**src/rtl/seq5_pkg.sv**
```systemverilog
package seq5_pkg;

    localparam int STATE_W  = 3;
    localparam int RING_LEN = 5;

    typedef enum logic [STATE_W-1:0] {
        SEQ_A   = 3'b000,
        STRAY_1 = 3'b001,
        SEQ_B   = 3'b010,
        SEQ_C   = 3'b011,
        STRAY_4 = 3'b100,
        SEQ_D   = 3'b101,
        SEQ_E   = 3'b110,
        STRAY_7 = 3'b111
    } seq_state_e;

endpackage

```
**src/rtl/seq5_next.sv**
```systemverilog
module seq5_next
    import seq5_pkg::*;
(
    input  seq_state_e cur,
    output seq_state_e nxt
);

    always_comb begin
        unique case (cur)
            SEQ_A:   nxt = SEQ_B;
            SEQ_B:   nxt = SEQ_C;
            SEQ_C:   nxt = SEQ_D;
            SEQ_D:   nxt = SEQ_E;
            SEQ_E:   nxt = SEQ_A;
            STRAY_1: nxt = SEQ_B;
            STRAY_4: nxt = SEQ_E;
            STRAY_7: nxt = SEQ_A;
            default: nxt = SEQ_A;
        endcase
    end

endmodule

```
**src/rtl/seq5_reg.sv**
```systemverilog
module seq5_reg
    import seq5_pkg::*;
(
    input  logic                clk,
    input  logic                rst,
    input  logic                load_en,
    input  logic [STATE_W-1:0]  load_code,
    input  seq_state_e          nxt,
    output seq_state_e          cur
);

    always_ff @(posedge clk) begin
        if (rst) begin
            cur <= SEQ_A;
        end else if (load_en) begin
            cur <= seq_state_e'(load_code);
        end else begin
            cur <= nxt;
        end
    end

endmodule

```
**src/rtl/seq5_counter.sv**
```systemverilog
module seq5_counter
    import seq5_pkg::*;
(
    input  logic         clk,
    input  logic         rst,
    input  logic         load_en,
    input  logic [2:0]   load_code,
    output logic [2:0]   count
);

    seq_state_e state_q;
    seq_state_e state_d;

    seq5_next u_next (
        .cur (state_q),
        .nxt (state_d)
    );

    seq5_reg u_reg (
        .clk       (clk),
        .rst       (rst),
        .load_en   (load_en),
        .load_code (load_code),
        .nxt       (state_d),
        .cur       (state_q)
    );

    always_comb begin
        count = state_q;
    end

endmodule

```
**config.mk**
```make
export PLATFORM = sky130hd
export DESIGN_NAME = seq5_counter
export DESIGN_NICKNAME = d
export VERILOG_FILES = /design/src/rtl/seq5_pkg.sv /design/src/rtl/seq5_next.sv /design/src/rtl/seq5_reg.sv /design/src/rtl/seq5_counter.sv
export SDC_FILE = /design/constraint.sdc
export NUM_CORES = 1
export LEC_CHECK = 0
export BUFFER_PORTS_ARGS = -buffer_cell sky130_fd_sc_hd__clkbuf_2
export CELL_PAD_IN_SITES_DETAIL_PLACEMENT = 0
export CELL_PAD_IN_SITES_GLOBAL_PLACEMENT = 1
export CORE_AREA = 2 2 39 41
export CTS_BUF_LIST = sky130_fd_sc_hd__clkbuf_4 sky130_fd_sc_hd__clkbuf_8
export DETAILED_ROUTE_END_ITERATION = 10
export DIE_AREA = 0 0 41 43
export PLACE_DENSITY = 0.46
export SYNTH_ARGS = -nofsm -noshare
export SYNTH_HDL_FRONTEND = slang
export SYNTH_SLANG_ARGS = --single-unit
```
**constraint.sdc**
```tcl
create_clock -name clk -period 1.2 [get_ports clk]
set_input_delay 0.18 -clock clk [delete_from_list [all_inputs] [get_ports clk]]
set_output_delay 0.18 -clock clk [all_outputs]
set_load 0.03 [all_outputs]
```
==> impl_results.md <==
* GPL Wtd Cong at ~0.68
* Vias in the first global route at about 180
* Synth Area in Adders at 0%
* Syn Inst Count at 20
* Synth Flop Type: dfxtp_1
* Critical Path Source Type: flip-flop
* Cell area power density at 1550 nW/µm²
* Critical path class: reg -> out
* Core Area at 1380 µm²
* Seq cells post-synth at 6
* Max cap viols at 0
* WP data arrival at 0.74 ns
* H-tree levels at 1
* CTS tree: yes
* First drt pass iteration count at 4
* Largest net degree at the start of global routing at 6
* Die Y at 43 µm
* Num CTS Buffers at 3
* Library cells used by synthesis at 12
* Commonest cells in the netlist: 6 x dfxtp_1, 3 x nor2_1, 2 x mux2i_1
* Count leader, synth: dfxtp_1
* Setup Skew at roughly 0.0048 ns
* Fin worst setup slack at about 0.28 ns
* RSZ-0062 raised after global routing: no
* Pleak at between 0.0001 and 0.00015 µW
* GRT Resource Usage Total at under 10%
* EDFF count, synth at 0
* Final max-slew violation count at 0
* Largest area contributor in the netlist: dfxtp_1
* Post-cts sizing count at 0
* WL final at 421 µm
* Tightest Hold Check Type: in -> reg
* Average size of a mapped cell at approximately 12 µm²
* Post-synth top area share at 50.5%
* VDD IR max at roughly 0.31 mV
* Share of layout cells above drive strength 1 at between 50% and 60%
* Fillers at ~160
* Final min period at approximately 0.9 ns
* Port Buffers at 8
* Clk Latency, worst-skew pair at roughly 0.24 ns
* Core Rows at 14
* Initial antenna violation count at 0
* Worst-margin pin slew at ~0.27 ns
* Clk buf depth at 2
* Global route overflow at 0
* Outcome: completed
* Post-synthesis cell area at 238 µm²
* Compound-Gate Fraction of Synth Area at ~14%
* Clock slew at reported path FFs at approximately 0.05 ns
* Async set-or-reset flop fraction in the synthesized netlist at 0%
* Via/cell ratio at around 3.7
* Horiz. Die Dim at 41 µm
* Number of diodes at 0
* CP max stage cell: dfxtp_1
* WL/cell at 9.15 µm
* Layout net count at 38
* Crit end category: output port
* Multiplexer share of the synthesized area at between 10% and 20%
* Tot Pwr at approximately 480 µW
* Vias at 170
* Syn nets at 26
* Post-Synth XOR/XNOR Area at 0%
* Setup Buffers After CTS at 0
* Synth top area cells: dfxtp_1 51%, mux2i_1 8.4%, o32ai_2 6.8%, mux2i_2 5.8%, buf_6 4.7%
* Clock tree sinks at 6
* Root Driver: clkbuf_4
* Worst-path maximum fanout at 1
* CTS Hold Buffers Added at 0
* Remaining routing DRC violations at 0
* Post-Synth Simple-Gate Area at about 11%
* Routed Antenna Nets at 0
* Iteration-0 DRC Markers at 3
* Placed cell count at 43
* Slew HR at between 80 and 90%
* Hold_ws at ~0.18 ns
* Top Ports at 9
* Final worst-path cycle share at 76.4%
* Total negative setup slack at 0 ns
* Setup slack at placement at ~0.27 ns
* Layout area overhead at 30.0%
* Worst EP required at between 1 and 1.5 ns
* Fmax achieved at between 1000 and 1500 MHz
* Final Setup Violations at 0
* Finished Layout Cells at 46
* Crit path max-delay family: flip-flops
* Crit-path cells: clkbuf_2
* First-pass GRT wire length at about 670 µm
* Sequential-to-total area share from yosys stat at between 50 and 60%
* Hpwl dp at about 340 µm
* Slowest cell delay on critical path at about 0.3 ns
* Synth warn at 0
* Initial Util at between 10% and 20%
* Die footprint at about 1800 µm²
* Crit path buffers/inverters at 1
* Main combinational cell family by area after synthesis: compound AO/OA/AOI/OAI gates
* Final Hold Vio Count at 0
power by group:
group	total [µW]	switching (µW)	internal (µW)
combinational	74.1	44.0	30.1
clock	183	70.4	113
sequential	221	5.15	216
cell families after synthesis:
| family | Yosys count |
|---|---|
| buffers and inverters | 3 |
| AOI/OAI and AO/OA | 3 |
| and+or+nand+nor | 5 |
| DFF | 6 |
| muxes | 3 |
routing by layer:
layer,vias up,part of all wire [%],global-route usage [%]
met1,74,43,6.75
li1,87,-,-
met5,-,0,0
met4,0,1.9,8.00
met2,7,45,7.50
met3,2,11,3.14
metrics by stage:
step	utilization (%)	area [µm²]
after floorplan	-	238
final	22.3	309
after global routing	22.3	309
after CTS	22.3	309
after detailed placement	20.7	287
after global placement	20.7	287
worst paths after layout:
kind,to,slack (ns),cells after the start,startpoint
worst min-delay path,u_next.nxt[0]$_SDFF_PP0_,0.18,2,rst
worst min register to register,u_next.nxt[0]$_SDFF_PP0_,0.52,2,u_next.nxt[1]$_DFF_P_
worst max-delay path,count[2],0.28,1,u_reg.cur[2]$_SDFF_PP0_
worst max register to register,u_next.nxt[1]$_DFF_P_,0.36,4,u_next.nxt[2]$_DFF_P_
sequential cells by signal (all words and copies together) (netlist names):
name        flops
u_next.nxt      3
u_reg.cur       3
final cells by class:
class	instances	area [µm²]	area share [%]
repair buffers	8	40.0	13.0
clock buffers	3	22.5	7.29
inverters	2	12.5	4.05
multi-input cells	11	93.8	30.4
flip-flops and latches	6	120	38.9
well taps	16	20.0	6.48
cell usage in the layout, fill, tap and decap left out:
cell / netlist / routed
dfxtp_1: 6 / 6
clkinv_4: 1 / 1
mux2i_2: 1 / 1
inv_1: 1 / 1
clkbuf_4: 0 / 3
nor2_2: 1 / 1
or2_4: 1 / 1
o21ai_2: 1 / 1
mux2i_1: 2 / 2
o32ai_2: 1 / 1
a32oi_1: 1 / 1
nor2_1: 3 / 3
clkbuf_2: 0 / 8
Note: power is estimated with default switching activity, not from simulation.
